### config.mk
export PLATFORM = sky130hd
export DESIGN_NAME = icsp_slave
export DESIGN_NICKNAME = d
export VERILOG_FILES = /design/src/rtl/icsp_pkg.sv /design/src/rtl/icsp_sync.sv /design/src/rtl/icsp_addr_ctr.sv /design/src/rtl/icsp_slave.sv
export SDC_FILE = /design/constraint.sdc
export NUM_CORES = 1
export LEC_CHECK = 0
export ABC_AREA = 0
export BUFFER_PORTS_ARGS = -buffer_cell sky130_fd_sc_hd__clkbuf_2
export CAP_MARGIN = 20
export CORE_MARGIN = 4
export CORE_UTILIZATION = 25
export CTS_BUF_LIST = sky130_fd_sc_hd__clkbuf_16
export DETAILED_ROUTE_END_ITERATION = 10
export PLACE_DENSITY = 0.45
export SLEW_MARGIN = 30
export SYNTH_ARGS = -nofsm -noshare
export SYNTH_HDL_FRONTEND = slang
export SYNTH_SLANG_ARGS = --single-unit
### constraint.sdc
create_clock -name clk -period 3.3 [get_ports clk]
set_clock_uncertainty 0.2 [all_clocks]
set_input_delay 0 -clock clk [delete_from_list [all_inputs] [get_ports clk]]
set_output_delay 0 -clock clk [all_outputs]
set_load 0.02 [all_outputs]
### src/rtl/icsp_pkg.sv
package icsp_pkg;

    localparam int CMD_W = 6;

    typedef enum logic [1:0] {
        ST_OFF,
        ST_CMD,
        ST_LOAD,
        ST_READ
    } icsp_state_t;

    localparam logic [CMD_W-1:0] CMD_LOAD_CFG   = 6'b000000;
    localparam logic [CMD_W-1:0] CMD_LOAD_DATA  = 6'b000010;
    localparam logic [CMD_W-1:0] CMD_READ_DATA  = 6'b000100;
    localparam logic [CMD_W-1:0] CMD_INC_ADDR   = 6'b000110;
    localparam logic [CMD_W-1:0] CMD_BEGIN_PROG = 6'b001000;

endpackage

### src/rtl/icsp_sync.sv
module icsp_sync #(
    parameter int W      = 3,
    parameter int STAGES = 2
) (
    input  logic         clk,
    input  logic         rst_n,
    input  logic [W-1:0] d,
    output logic [W-1:0] q
);
    logic [W-1:0] stg [STAGES];

    always_ff @(posedge clk or negedge rst_n) begin
        if (!rst_n) begin
            for (int i = 0; i < STAGES; i++) stg[i] <= '0;
        end else begin
            stg[0] <= d;
            for (int i = 1; i < STAGES; i++) stg[i] <= stg[i-1];
        end
    end

    assign q = stg[STAGES-1];
endmodule

### src/rtl/icsp_addr_ctr.sv
module icsp_addr_ctr #(
    parameter int              AW      = 14,
    parameter logic [AW-1:0]   ID_BASE = 14'h2000
) (
    input  logic          clk,
    input  logic          rst_n,
    input  logic          clr,
    input  logic          set_id,
    input  logic          inc,
    output logic [AW-1:0] addr
);
    always_ff @(posedge clk or negedge rst_n) begin
        if (!rst_n)      addr <= '0;
        else if (clr)    addr <= '0;
        else if (set_id) addr <= ID_BASE;
        else if (inc)    addr <= addr + AW'(1);
    end
endmodule

### src/rtl/icsp_slave.sv
module icsp_slave
    import icsp_pkg::*;
#(
    parameter int            DW      = 14,
    parameter int            AW      = 14,
    parameter logic [AW-1:0] ID_BASE = 14'h2000
) (
    input  logic          clk,
    input  logic          rst_n,
    input  logic          pgc_pin,
    input  logic          pgd_in,
    input  logic          vpp_hv,
    input  logic          code_protect,
    input  logic [DW-1:0] mem_rdata,
    output logic          pgd_out,
    output logic          pgd_oe,
    output logic          prog_mode,
    output logic [AW-1:0] mem_addr,
    output logic [DW-1:0] mem_wdata,
    output logic          mem_wr,
    output logic          mem_rd
);
    localparam int FRAME_CLKS = DW + 2;
    localparam int CNT_W      = $clog2(FRAME_CLKS + 1);

    // pin synchronization and edge detection
    logic [2:0] pins_s;
    logic       pgc_s, pgd_s, hv_s, pgc_q, hv_q;

    icsp_sync #(.W(3), .STAGES(2)) u_sync (
        .clk   (clk),
        .rst_n (rst_n),
        .d     ({vpp_hv, pgd_in, pgc_pin}),
        .q     (pins_s)
    );

    assign pgc_s = pins_s[0];
    assign pgd_s = pins_s[1];
    assign hv_s  = pins_s[2];

    always_ff @(posedge clk or negedge rst_n) begin
        if (!rst_n) begin
            pgc_q <= 1'b0;
            hv_q  <= 1'b0;
        end else begin
            pgc_q <= pgc_s;
            hv_q  <= hv_s;
        end
    end

    logic sck_rise, sck_fall, entry, exit_req;
    assign sck_rise = pgc_s & ~pgc_q;
    assign sck_fall = ~pgc_s & pgc_q;
    assign entry    = hv_s & ~hv_q & ~pgc_s & ~pgd_s;
    assign exit_req = ~hv_s;

    // controller state
    icsp_state_t      st, st_n;
    logic [CNT_W-1:0] cnt;
    logic [CMD_W-1:0] cmd_sr, cmd_next;
    logic [DW-1:0]    dat_sr, rd_sr;
    logic             cmd_done, frame_done, in_frame;
    logic             clr_addr, set_id, inc_addr, rd_block;

    assign cmd_next   = {pgd_s, cmd_sr[CMD_W-1:1]};
    assign cmd_done   = (st == ST_CMD) && sck_fall && (cnt == CNT_W'(CMD_W - 1));
    assign frame_done = ((st == ST_LOAD) || (st == ST_READ)) && sck_fall
                        && (cnt == CNT_W'(FRAME_CLKS - 1));
    assign in_frame   = (cnt != '0) && (cnt <= CNT_W'(DW));
    assign rd_block   = code_protect && (mem_addr < ID_BASE);

    always_ff @(posedge clk or negedge rst_n) begin
        if (!rst_n) st <= ST_OFF;
        else        st <= st_n;
    end

    always_comb begin
        st_n = st;
        unique case (st)
            ST_OFF: begin
                if (entry) st_n = ST_CMD;                       // ENTER
            end
            ST_CMD: begin
                if (exit_req) st_n = ST_OFF;                    // EXIT
                else if (cmd_done) begin
                    case (cmd_next)
                        CMD_LOAD_DATA,
                        CMD_LOAD_CFG:  st_n = ST_LOAD;          // TO_LOAD
                        CMD_READ_DATA: st_n = ST_READ;          // TO_READ
                        default:       st_n = ST_CMD;           // EXEC
                    endcase
                end
            end
            ST_LOAD, ST_READ: begin
                if (exit_req)        st_n = ST_OFF;             // EXIT
                else if (frame_done) st_n = ST_CMD;             // FRAME_END
            end
        endcase
    end

    always_comb begin
        mem_wr   = cmd_done && !exit_req && (cmd_next == CMD_BEGIN_PROG);
        mem_rd   = cmd_done && !exit_req && (cmd_next == CMD_READ_DATA);
        inc_addr = cmd_done && !exit_req && (cmd_next == CMD_INC_ADDR);
        set_id   = cmd_done && !exit_req && (cmd_next == CMD_LOAD_CFG);
        clr_addr = (st == ST_OFF) ? entry : exit_req;
    end

    assign prog_mode = (st != ST_OFF);

    // serial datapath
    always_ff @(posedge clk or negedge rst_n) begin
        if (!rst_n) begin
            cnt       <= '0;
            cmd_sr    <= '0;
            dat_sr    <= '0;
            rd_sr     <= '0;
            mem_wdata <= '0;
            pgd_oe    <= 1'b0;
        end else begin
            if ((st == ST_OFF) || exit_req)  cnt <= '0;
            else if (sck_fall)               cnt <= (cmd_done || frame_done) ? '0 : cnt + CNT_W'(1);

            if ((st == ST_CMD) && sck_fall)  cmd_sr <= cmd_next;

            if ((st == ST_LOAD) && sck_fall && in_frame)
                dat_sr <= {pgd_s, dat_sr[DW-1:1]};

            if ((st == ST_LOAD) && frame_done && !exit_req)
                mem_wdata <= dat_sr;

            if (mem_rd)
                rd_sr <= rd_block ? '0 : mem_rdata;
            else if ((st == ST_READ) && sck_fall && in_frame)
                rd_sr <= {1'b0, rd_sr[DW-1:1]};

            if ((st != ST_READ) || exit_req)                    pgd_oe <= 1'b0;
            else if (sck_rise && (cnt == CNT_W'(1)))            pgd_oe <= 1'b1;
            else if (sck_rise && (cnt == CNT_W'(FRAME_CLKS-1))) pgd_oe <= 1'b0;
        end
    end

    assign pgd_out = pgd_oe & rd_sr[0];

    icsp_addr_ctr #(.AW(AW), .ID_BASE(ID_BASE)) u_addr (
        .clk    (clk),
        .rst_n  (rst_n),
        .clr    (clr_addr),
        .set_id (set_id),
        .inc    (inc_addr),
        .addr   (mem_addr)
    );
endmodule

Word-level counts from Yosys, hierarchy flattened
Index checks and enable logic that the tools add are counted.
- output and inout bits: 33
- flip-flop bits (word level): 78
- input port bits: 20
- logic and storage cells: 95
- add/sub/neg operators: 2
- equal/unequal tests: 14
- order comparisons: 2
- bitwise operators: 11
- muxes and demuxes: 20
- reductions and logical operators: 34
- operators by type and width (operator ; count):
    $mux W14 ; 6
    $logic_and A1 B1 Y1 ; 19
    $mux W5 ; 3
    $add A14 B1 Y14 const B ; 1
    $lt A14 B14 Y1 const B ; 1
    $eq A6 B3 Y1 const B ; 2
    $mux W2 ; 5
    $and A1 B1 Y1 ; 6
    $eq A6 B2 Y1 const B ; 1
    $eq A6 B4 Y1 const B ; 1
    $logic_not A6 Y1 ; 1
    $ne A3 B3 Y1 const B ; 2
    $pmux W2 S3 ; 1
    $reduce_bool A2 Y1 ; 3
    $reduce_bool A3 Y1 ; 2
    $add A5 B1 Y5 const B ; 1
    $eq A5 B1 Y1 const B ; 1
    $eq A5 B3 Y1 const B ; 1
    $eq A5 B4 Y1 const B ; 1
    $le A5 B4 Y1 const B ; 1
    $not A1 Y1 ; 5
    $reduce_bool A5 Y1 ; 1
    $eq A2 B2 Y1 const B ; 2
    $logic_or A1 B1 Y1 ; 4
    other kinds (7) ; 12

Depth between registers and ports, before layout
Gate-level depths: netlist of run 1.
- depth in word-level cells: 9
- gate-level depth with buffers: 8
- gate-level depth less buffers: 7

Cells and area by module
From an unflattened synthesis of run 1, not the netlist that was laid out.
- cells, all modules: 299
- area, all modules: 3560.9 um^2
- by module, submodules not included (module ; instances ; cells an instance ; area an instance (um^2) ; seq. area each (um^2)):
    icsp_slave ; 1 ; 221 ; 2693.8 ; 1426.4
    icsp_addr_ctr ; 1 ; 69 ; 694.4 ; 350.3
    icsp_sync ; 1 ; 9 ; 172.7 ; 150.1

Worst setup path before layout of run 1
OpenSTA, ideal clock, no wires.
- path kind: flip-flop to flip-flop
- from: reg cnt[0]
- to: reg mem_wdata[10]
- setup time: 125 ps
- cell stages (with the launch flop): 8
- data arrival time: 1997 ps
- buffers on the path: 1
- slack: 978 ps
- data required time: 2975 ps
- clock period less this slack: 2322 ps
- cells stage by stage: dfrtp_1 -> ha_1 -> and3_1 -> ha_1 -> nand3_1 -> nor3_1 -> buf_2 -> mux2_2
- cells in the longest elaborated chain, start to end: 4
- ends and longest elaborated chain (item ; RTL line ; text):
    start: declaration ; icsp_slave.sv:59 ; logic [CNT_W-1:0] cnt;
    start signal: assignment ; icsp_slave.sv:122 ; else if (sck_fall) cnt <= (cmd_done || frame_done) ? '0 : cnt + CNT_W'(1);
    $eq A5 B4 Y1 ; icsp_slave.sv:68 ; && (cnt == CNT_W'(FRAME_CLKS - 1));
    $logic_and A1 B1 Y1 ; icsp_slave.sv:68 ;
    $logic_and A1 B1 Y1 (2 in series) ; icsp_slave.sv:129 ; if ((st == ST_LOAD) && frame_done && !exit_req)
    end signal: assignment ; icsp_slave.sv:130 ; mem_wdata <= dat_sr;
    end: declaration ; icsp_slave.sv:19 ; output logic [DW-1:0] mem_wdata,
No other way between the ends.
A chain may end at the register's enable or synchronous reset.

Final worst setup path of run 1
- from: reg cnt[0]
- to: reg dat_sr[1]
- cells in the longest elaborated chain, start to end: 3
- elaborated cells on any way between the ends: 4
- those cells by class: 1 x order compare; 3 x reduce/logical
- ends and longest elaborated chain (item ; RTL line ; text):
    $le A5 B4 Y1 or $reduce_bool A5 Y1 (tied branches) ; icsp_slave.sv:69 ; assign in_frame = (cnt != '0) && (cnt <= CNT_W'(DW));
    $logic_and A1 B1 Y1 (*) ; icsp_slave.sv:69 ;
    $logic_and A1 B1 Y1 (*) ; icsp_slave.sv:126 ; if ((st == ST_LOAD) && sck_fall && in_frame)
    end signal: assignment ; icsp_slave.sv:127 ; dat_sr <= {pgd_s, dat_sr[DW-1:1]};
    end: declaration ; icsp_slave.sv:61 ; logic [DW-1:0] dat_sr, rd_sr;
Every way passes the cells marked *; elsewhere a longest branch is shown, timed or not.

==> key figures, run 1 <==
Power and ir drop
  • Peak supply drop: roughly 270 uV
  • Net Switching: around 620 uW
  • Pwr dens: 503 nW/um^2
  • Seq pwr share: between 40% and 50%
  • Internal Power: ~1.6 mW
  • Leak: between 2 and 2.5 nW
  • Switch share: roughly 28%
  • Combinational share of power: between 10% and 20%
  • Clock power share: between 40% and 50%

Logic synthesis
  • Post-synth top area share: a little over half
  • Cells after Synth: 318
  • Mapped Avg Cell Area: ~11 sq um
  • Yosys top cell by area: dfrtp_1
  • Async set or reset register ratio after synthesis: 100%
  • Synth area leaders: dfrtp_1 54%, mux2_2 10%, a21oi_1 3.2%
  • Yosys reg bits: 77
  • Synthesis warning total: 0
  • Synth cell types: between 40 and 50
  • Post-synthesis sequential area ratio: 54.2%
  • Cell Area, Synth: 3550 sq um
  • Count leader, synth: dfrtp_1
  • Post-synth EDFFs: 0
  • Syn_nets: around 340
  • Ys flop type: dfrtp_1
  • Most instantiated cells after synthesis: 77 x dfrtp_1, 33 x mux2_2, 25 x nor2_1

STA
  • Max Freq: between 400 and 500 MHz
  • Slew margin rel.: between 50% and 60%
  • Final period utilization: ~75%
  • Min Tclk post-route: 2.46 ns
  • RSZ-0062 raised after global routing: no
  • Slew @ Worst Pin: around 0.7 ns
  • Endpoints failing hold: 0
  • Slew Limit Fails: 0
  • Post-route setup slack: roughly 0.84 ns
  • # setup viols final: 0
  • Setup TNS: 0 ns

Clock network
  • Total CTS buffers: 9
  • Clk Latency, worst-skew pair: about 0.34 ns
  • CTS clk-pin slew, worst paths: ~0.060 ns
  • Worst-case clock buffer depth: 2
  • CTS root buffer: clkbuf_16
  • Clock sinks: between 70 and 80
  • CTS tree: built
  • CTS H-tree depth: 3
  • Post-CTS Resized: 0

Critical path
  • Crit path max-delay cell type: mux2_1
  • CP peak stage delay: ~0.45 ns
  • Crit path launch type: flop
  • Worst Path Required: 3.32 ns
  • Crit-path cells: inv_1 > ha_1 > and4b_1 > a2111oi_4 > nand2_1 > mux2_1
  • CP arrival: ~2.5 ns
  • Critical path buffer and inverter count: 1
  • Crit-path max FO: 14
  • Launching point of the worst reg2reg path: cnt[0]$_DFFE_PN0P_
  • Crit path from: cnt[0]$_DFFE_PN0P_
  • Crit Path Category: reg2reg
  • CP top delay family: simple AND/OR/NAND/NOR gates
  • Crit. End Element: flop

Drt
  • Initial DRT Pass Iterations: 4
  • Post-Route WL: ~7.6 mm
  • Avg WL per Cell: 13.3 um
  • Via count: ~2600
  • Drc violations: 0
  • Antenna Nets Post-Route: 0
  • 1st-iter DRT viols: roughly 130
  • DR vias/cell: 4.50

Floorplan
  • # IOs: 53
  • Die height: about 130 um
  • Initial Util: ~26%
  • Rows: between 40 and 50
  • Die X: roughly 130 um
  • Die area: roughly 16000 sq um
  • Core ar.: between 10000 and 15000 sq um

Finish
  • P&R area growth vs syn: 25.1%
  • Fin util: 32.0%
  • Share of layout cells above drive strength 1: 27.5%
  • Nets@finish: roughly 410
  • Diodes inserted: 0

Status
  • Outcome: finished clean

Placement
  • Dpl ws: between 0.8 and 0.9 ns
  • Detailed Place HPWL: about 5.3 mm
  • GPL Wtd Cong: 0.764
  • IO buf count: 52

GRT
  • Total grt overflow: 0
  • GRT Util Overall: 10.0%
  • Vias in the first global route: between 2000 and 3000
  • Initial antenna violation count: 0
  • Global-route wire length before repair: about 13 mm
  • Pin count of the biggest net entering global routing: ~80

Run
  • Max-Cap Viols: 0

Worst hold path
  • Min-delay worst type: in2async
layer usage:
layer	vias up	wire (um)	global-route usage, %
met2	61	3350	15.7
met1	1242	3790	13.2
met5	-	0	0
met4	0	123	3.60
li1	1265	-	-
met3	13	374	3.01
cell families after synthesis:
family / after synthesis / share of synthesized area, %
buf+inv: 22 / 3.21
fa+ha+maj: 6 / 2.11
flops: 77 / 54.2
compound gates: 44 / 7.61
xor+xnor: 7 / 1.73
simple gates: 127 / 20.0
mux: 35 / 11.1
registers in the layout, indices dropped and copies added, names as in the netlist:
name,cells
cnt,5
mem_wdata,14
rd_sr,14
cmd_sr,5
u_sync.q,3
u_addr.addr,14
u_sync.stg,3
dat_sr,14
pgd_oe,1
pgc_q,1
hv_q,1
st,2
power by group through the flow:
stage / sequential (mW) / combinational (mW) / clock [mW]
floorplan: 1.05 / 0.190 / 0
global placement: 1.08 / 0.241 / 0
detailed placement: 1.08 / 0.243 / 0
CTS: 1.06 / 0.261 / 0.951
global route: 1.08 / 0.291 / 0.985
finish: 1.07 / 0.254 / 0.914
path summary, 6_finish.rpt:
kind,to,slack [ns],depth (start not counted)
setup / recovery,dat_sr[1]$_DFFE_PN0P_,0.84,6
hold / removal,u_addr.addr[5]$_DFFE_PN0P_,0.03,2
setup reg to reg,dat_sr[1]$_DFFE_PN0P_,0.84,6
hold reg to reg,u_sync.q[1]$_DFF_PN0_,0.15,0
max in group asynchronous,rd_sr[10]$_DFFE_PN0P_,2.33,2
min in group clk,rd_sr[13]$_DFFE_PN0P_,0.10,4
layout make-up:
class	instances	area, sq um
clock inverter	7	50.0
sequential	77	1930
multi-input combinational	219	1520
tap	180	225
timing repair buffer	73	469
inverter	8	30.0
fill	1473	9440
clock buffer	9	225
metrics by stage:
step | area (sq um) | hold WS (ns) | instances | power (mW)
3_5_place_dp | 3990 | -0.107 | 539 | 1.32
5_1_grt | 4440 | 0.113 | 573 | 2.35
4_1_cts | 4440 | 0.0942 | 573 | 2.28
6_report | 4440 | 0.0346 | 573 | 2.23
2_1_floorplan | 3550 | -0.496 | 318 | 1.24
3_3_place_gp | 3980 | -0.0891 | 539 | 1.32
cell usage in the layout, fill, tap and decap left out, types with 3 or more instances in the layout:
master | Yosys | layout
nor2b_1 | 16 | 16
a21o_1 | 3 | 3
buf_4 | 0 | 3
dlygate4sd3_1 | 0 | 18
clkbuf_16 | 0 | 9
and2_1 | 7 | 7
o21ai_0 | 10 | 10
a21oi_1 | 23 | 23
xor2_1 | 4 | 4
nand2_1 | 15 | 15
and3_1 | 7 | 7
mux2_2 | 33 | 33
nand2b_1 | 3 | 3
ha_1 | 6 | 6
nand4_1 | 7 | 7
nand3_1 | 10 | 10
nor2_1 | 25 | 25
clkbuf_2 | 0 | 51
xnor2_1 | 3 | 3
or3_1 | 7 | 7
inv_1 | 8 | 8
dfrtp_1 | 77 | 77
nor3_1 | 16 | 15
timing repair:
| action | CTS | global route |
|---|---|---|
| hold buffers | 18 | 0 |
| buffers inserted | 0 | 0 |
| endpoints found under the hold margin | 94 | 0 |
(Power assumes the default switching activity.)
==> run 2, diff against run 1 <==
--- a/config.mk
+++ b/config.mk
@@ -5,7 +5,7 @@
 export SDC_FILE = /design/constraint.sdc
 export NUM_CORES = 1
 export LEC_CHECK = 0
-export ABC_AREA = 0
+export ABC_AREA = 1
 export BUFFER_PORTS_ARGS = -buffer_cell sky130_fd_sc_hd__clkbuf_2
 export CAP_MARGIN = 20
 export CORE_MARGIN = 4
==> constraint.sdc (replaced) <==
create_clock -name clk -period 2.49 [get_ports clk]
set_clock_uncertainty 0.2 [all_clocks]
set_input_delay 0 -clock clk [delete_from_list [all_inputs] [get_ports clk]]
set_output_delay 0 -clock clk [all_outputs]
set_load 0.02 [all_outputs]
==> key figures, run 2 <==
Logic synthesis
  • Ys flop type: dfrtp_1
  • Syn_nets: around 520
  • Yosys top cell by area: dfrtp_1
  • Post-synth EDFFs: 0
  • Post-synthesis sequential area ratio: approximately half
  • Count leader, synth: nand2_1
  • Most instantiated cells after synthesis: 159 x nand2_1, 77 x dfrtp_1, 62 x inv_1
  • Synth area leaders: dfrtp_1 49%, nand2_1 15%, nand3_1 6.0%
  • Cells after Synth: between 400 and 500
  • Mapped Avg Cell Area: 7.94 sq um
  • Async set or reset register ratio after synthesis: 100%
  • Synthesis warning total: 0
  • Cell Area, Synth: 3910 sq um
  • Synth cell types: 31
  • Yosys reg bits: 77
  • Post-synth top area share: between 40% and 50%

Finish
  • Register Area: between 1500 and 2000 sq um
  • Most frequent cells in the layout: 159 x nand2_1, 77 x dfrtp_1, 62 x inv_1
  • Diodes inserted: 0
  • Multi-input logic area: around 1600 sq um
  • Fillers: ~1600
  • P&R area growth vs syn: 23.5%
  • Nets@finish: between 500 and 600
  • Fin util: between 30% and 40%
  • Share of layout cells above drive strength 1: about 17%
  • Commonest non-fill, non-tap cell in the layout: nand2_1

Critical path
  • Crit. End Element: flop
  • Crit Path Category: reg2reg
  • Crit path to: rd_sr[0]$_DFFE_PN0P_
  • Crit path from: cnt[1]$_DFFE_PN0P_
  • CP peak stage delay: 0.41 ns
  • Crit-path max FO: 15
  • Cell mode on critical path: nand2_1
  • FF-to-FF setup slack: about 0.29 ns
  • Stages on the worst setup path: 11
  • Crit-path cells: inv_1 > ha_1 > nand2_1 > nor2_4 > nand2_1 > nor2_4 > nand2_2 > nand2_8 > inv_2 > nand2_1 > nand2_1
  • CP arrival: roughly 2.2 ns
  • Launching point of the worst reg2reg path: cnt[1]$_DFFE_PN0P_
  • Worst Path Required: ~2.5 ns
  • Crit path max-delay cell type: dfrtp_1
  • R2r worst-path depth: 11
  • CP top delay family: simple AND/OR/NAND/NOR gates
  • Worst r2r dst: rd_sr[0]$_DFFE_PN0P_
  • Crit path launch type: flop
  • Critical path buffer and inverter count: 2

Drt
  • Via count: 3285
  • DR vias/cell: 4.22
  • WL met3: ~430 um
  • Antenna Nets Post-Route: 0
  • Top Metal Used: met4
  • WL met2: roughly 4.2 mm
  • 1st-iter DRT viols: just under 300
  • Met1 wire length: between 4 and 5 mm
  • Post-Route WL: 9.03 mm
  • Avg WL per Cell: between 10 and 15 um
  • Drc violations: 0
  • Initial DRT Pass Iterations: 5

Clock network
  • Clock sinks: 77
  • Total CTS buffers: 9
  • CTS tree: built
  • CTS root buffer: clkbuf_16
  • CTS clk-pin slew, worst paths: ~0.060 ns
  • Clk Latency, worst-skew pair: between 0.3 and 0.4 ns
  • Post-CTS Setup Inserts: 0
  • Worst-case clock buffer depth: 2
  • CTS H-tree depth: 3

GRT
  • Global-route wire length before repair: roughly 16 mm
  • Pin count of the biggest net entering global routing: 55
  • Initial antenna violation count: 0
  • Total grt overflow: 0
  • GRT Util Overall: ~11%
  • Vias in the first global route: around 3400

Run
  • Max-Cap Viols: 0

Floorplan
  • Initial Util: approximately 26%
  • Die area: roughly 18000 sq um
  • Core ar.: 15300 sq um
  • Die X: between 100 and 150 um
  • Rows: 45
  • Die height: 133 um
  • # IOs: 53

STA
  • Slew margin rel.: approximately two thirds
  • # setup viols final: 0
  • Slew Limit Fails: 0
  • Slew @ Worst Pin: about 0.53 ns
  • RSZ-0062 raised after global routing: no
  • Min Tclk post-route: 2.20 ns
  • Endpoints failing hold: 0
  • Setup TNS: 0 ns
  • Max Freq: 454 MHz
  • Final period utilization: 88.4%

Placement
  • IO buf count: 52
  • Detailed Place HPWL: 6.43 mm
  • GPL Wtd Cong: approximately 0.85

Power and ir drop
  • Pwr dens: between 600 and 700 nW/um^2
  • Peak supply drop: 426 uV
  • Leak: 2.40 nW

Status
  • Outcome: finished clean

Worst hold path
  • Min-delay worst type: in2reg
-- run 2: logic make-up after synthesis --
family | after synthesis | share of synthesized area (%)
AOI/OAI and AO/OA | 47 | 6.27
xor gates and xnor gates | 6 | 1.34
adders and majority gates | 6 | 1.92
buffers and inverters | 83 | 9.63
DFF | 77 | 49.2
and+or+nand+nor | 274 | 31.6
-- run 2: per-layer routing --
| metal | vias to the layer above | track usage (%) |
|---|---|---|
| met5 | - | 0 |
| met4 | 0 | 3.37 |
| met1 | 1516 | 14.5 |
| met2 | 62 | 17.6 |
| met3 | 8 | 3.55 |
| li1 | 1699 | - |
-- run 2: what timing repair did --
| action | in CTS | in global routing |
|---|---|---|
| setup endpoints to repair | 0 | 3 |
| gates resized for setup | 0 | 1 |
| hold buffers | 20 | 0 |
| hold endpoints to repair | 94 | 0 |
-- run 2: layout make-up --
class	instances	area share (%)
inverters	68	5.28
multi-input cells	333	33.5
flip-flops and latches	77	39.9
clock buffers	9	4.66
clock inverters	7	1.17
well taps	211	5.46
repair buffers	74	10.0
-- run 2: worst min path at each step --
stage	start	endpoint	depth (start not counted)
after floorplan	rst_n	cmd_sr[1]$_DFFE_PN0P_	0
final	pgc_pin	u_sync.stg[3]$_DFF_PN0_	2
after global placement	rst_n	u_addr.addr[9]$_DFFE_PN0P_	1
after detailed placement	rst_n	u_addr.addr[9]$_DFFE_PN0P_	1
after global routing	vpp_hv	u_sync.stg[5]$_DFF_PN0_	2
after CTS	pgc_pin	u_sync.stg[3]$_DFF_PN0_	2
-- run 2: per-stage QoR --
| step | power (mW) | cell area, sq um | hold slack, ns | worst slack [ns] | std cells |
|---|---|---|---|---|---|
| global route | 3.42 | 4830 | 0.102 | 0.0457 | 779 |
| finish | 3.20 | 4830 | 0.104 | 0.290 | 779 |
| detailed placement | 1.95 | 4350 | -0.274 | 0.238 | 743 |
| CTS | 3.28 | 4830 | 0.0863 | 0.0549 | 779 |
| global placement | 1.94 | 4350 | -0.278 | 0.267 | 743 |
| floorplan | 1.80 | 3910 | -0.496 | 0.655 | 493 |
-- run 2: where the power goes --
part	switching, mW	total, mW	internal, mW	leakage [nW]
Clock	0.563	1.25	0.691	0.142
Sequential	0.0772	1.42	1.34	0.976
Combinational	0.357	0.531	0.174	1.28
==> run 3, diff against run 2 <==
--- a/config.mk
+++ b/config.mk
@@ -5,7 +5,6 @@
 export SDC_FILE = /design/constraint.sdc
 export NUM_CORES = 1
 export LEC_CHECK = 0
-export ABC_AREA = 1
 export BUFFER_PORTS_ARGS = -buffer_cell sky130_fd_sc_hd__clkbuf_2
 export CAP_MARGIN = 20
 export CORE_MARGIN = 4
@@ -17,3 +16,4 @@
 export SYNTH_ARGS = -nofsm -noshare
 export SYNTH_HDL_FRONTEND = slang
 export SYNTH_SLANG_ARGS = --single-unit
+export TNS_END_PERCENT = 10
==> key figures, run 3 (synthesis results as in run 1) <==
STA
  • Final period utilization: slightly above 90%
  • # setup viols final: 0
  • Endpoints failing hold: 0
  • Post-route setup slack: around 0.20 ns
  • Max Freq: ~440 MHz
  • Slew Limit Fails: 0
  • Slew margin rel.: ~60%
  • Min Tclk post-route: 2.29 ns
  • Setup TNS: 0 ns
  • RSZ-0062 raised after global routing: no
  • Worst hold slack: about 0.0084 ns
  • Slew @ Worst Pin: 0.602 ns

Drt
  • Avg WL per Cell: between 10 and 15 um
  • Initial DRT Pass Iterations: 4
  • Drc violations: 0
  • 1st-iter DRT viols: 94
  • Post-Route WL: roughly 7.7 mm
  • DR vias/cell: 4.44
  • Via count: between 2000 and 3000
  • Antenna Nets Post-Route: 0

Clock network
  • CTS H-tree depth: 3
  • CTS clk-pin slew, worst paths: roughly 0.060 ns
  • Clk Latency, worst-skew pair: ~0.33 ns
  • Post-CTS Setup Inserts: 0
  • Total CTS buffers: 9
  • CTS tree: built
  • Clock sinks: just under 80
  • Worst-case clock buffer depth: 2
  • CTS root buffer: clkbuf_16

Critical path
  • Crit. End Element: output port
  • CP top delay family: simple AND/OR/NAND/NOR gates
  • Critical path buffer and inverter count: 2
  • Crit path from: st[1]$_DFFE_PN0P_
  • Crit path launch type: flop
  • CP arrival: about 2.1 ns
  • Crit Path Category: reg2out
  • Launching point of the worst reg2reg path: st[1]$_DFFE_PN0P_
  • Worst Path Required: about 2.3 ns
  • CP peak stage delay: 0.47 ns
  • Crit path max-delay cell type: dfrtp_1
  • Crit-path cells: and4bb_1 > buf_4 > and3_1 > and4b_1 > clkbuf_2
  • Crit-path max FO: 9

Finish
  • Most frequent cells in the layout: 77 x dfrtp_1, 51 x clkbuf_2, 33 x mux2_2
  • P&R area growth vs syn: 26.3%
  • Non-filler cells, final: roughly 580
  • Nets@finish: about 420
  • Commonest non-fill, non-tap cell in the layout: dfrtp_1
  • Fillers: approximately 1500
  • Share of layout cells above drive strength 1: 28.9%
  • Fin util: around 32%
  • Diodes inserted: 0

Floorplan
  • Initial Util: ~26%
  • Core ar.: roughly 14000 sq um
  • Rows: 43
  • Die height: 127 um
  • Die area: roughly 16000 sq um
  • Die X: 127 um
  • # IOs: 53

Status
  • Outcome: finished clean

Power and ir drop
  • Combinational share of power: 12.6%
  • Internal Power: 2.15 mW
  • Pwr dens: 656 nW/um^2
  • Peak supply drop: 342 uV
  • Leak: approximately 2.2 nW
  • Seq pwr share: about 48%
  • Clock power share: between 30% and 40%
  • Switch share: 26.9%
  • Net Switching: a little under 800 uW

GRT
  • Pin count of the biggest net entering global routing: 46
  • GRT Util Overall: between 10% and 20%
  • Initial antenna violation count: 0
  • Total grt overflow: 0
  • Vias in the first global route: 2585
  • Global-route wire length before repair: 13.1 mm

Placement
  • GPL Wtd Cong: 0.761
  • Dpl ws: ~0.15 ns
  • IO buf count: 52
  • # placed instances: approximately 540
  • Detailed Place HPWL: between 5 and 6 mm

Run
  • Max-Cap Viols: 0

Worst hold path
  • Min-delay worst type: in2async
==> run 3: changes by cell type in the layout (fill, tap and decap cells not counted), moves of 18 or more <==
cell / previous run / this run
nand2_1: 159 / 15
inv_1: 62 / 9
nand3_1: 47 / 10
mux2_2: 0 / 33
o21ai_0: 34 / 10
a21oi_1: 5 / 23
==> run 3: cell type report <==
type                    instances  area [sq um]  share of cell area, %
flip-flops and latches         77          1930                   42.9
multi-input cells             219          1520                   33.9
repair buffers                 78           515                   11.5
clock buffers                   9           225                   5.02
well taps                     180           225                   5.02
clock inverters                 7          43.8                  0.976
inverters                       8          30.0                  0.669
==> run 3: worst register-to-register path, stage by stage, from the launching register on <==
cell and delay, ns:
dfrtp_1 0.47, and4bb_1 0.44, and3_1 0.39, nand4_1 0.22
or3_1 0.35, a21oi_1 0.15
==> run 3: repair_timing <==
action,in CTS,in global routing
setup endpoints to repair,0,13
endpoints found under the hold margin,94,0
hold buffers,18,0
gates resized for setup,0,1
==> run 3: worst paths after layout <==
check | cells after the start | end | slack [ns]
min reg2reg | 0 | u_sync.q[1]$_DFF_PN0_ | 0.15
max reg2reg | 5 | u_addr.addr[11]$_DFFE_PN0P_ | 0.20
min in group clk | 2 | u_sync.stg[4]$_DFF_PN0_ | 0.10
min | 2 | u_addr.addr[5]$_DFFE_PN0P_ | 0.008
max in group asynchronous | 3 | rd_sr[5]$_DFFE_PN0P_ | 1.49
max | 5 | mem_wr | 0.20
==> run 3: per-layer routing <==
metal  wire [um]  part of all wire [%]  vias to the layer above  GRT usage, %
met4         118                   1.5                        0          3.41
met5           0                     0                        -             0
met1        3900                    50                     1234          13.8
met2        3340                    43                       47          15.3
met3         383                   4.9                       12          3.22
li1            -                     -                     1271             -
==> run 3: per-stage QoR <==
step	area, sq um	power [mW]
final	4490	2.95
after global routing	4490	3.12
after CTS	4480	3.01
after detailed placement	4030	1.78
after global placement	4030	1.78
after floorplan	3550	1.64
==> run 3: power by group through the flow <==
stage / clock, mW / combinational (mW) / sequential, mW
after global routing: 1.28 / 0.420 / 1.42
after floorplan: 0 / 0.252 / 1.39
after global placement: 0 / 0.356 / 1.42
after CTS: 1.23 / 0.379 / 1.40
after detailed placement: 0 / 0.356 / 1.42
final: 1.17 / 0.371 / 1.40
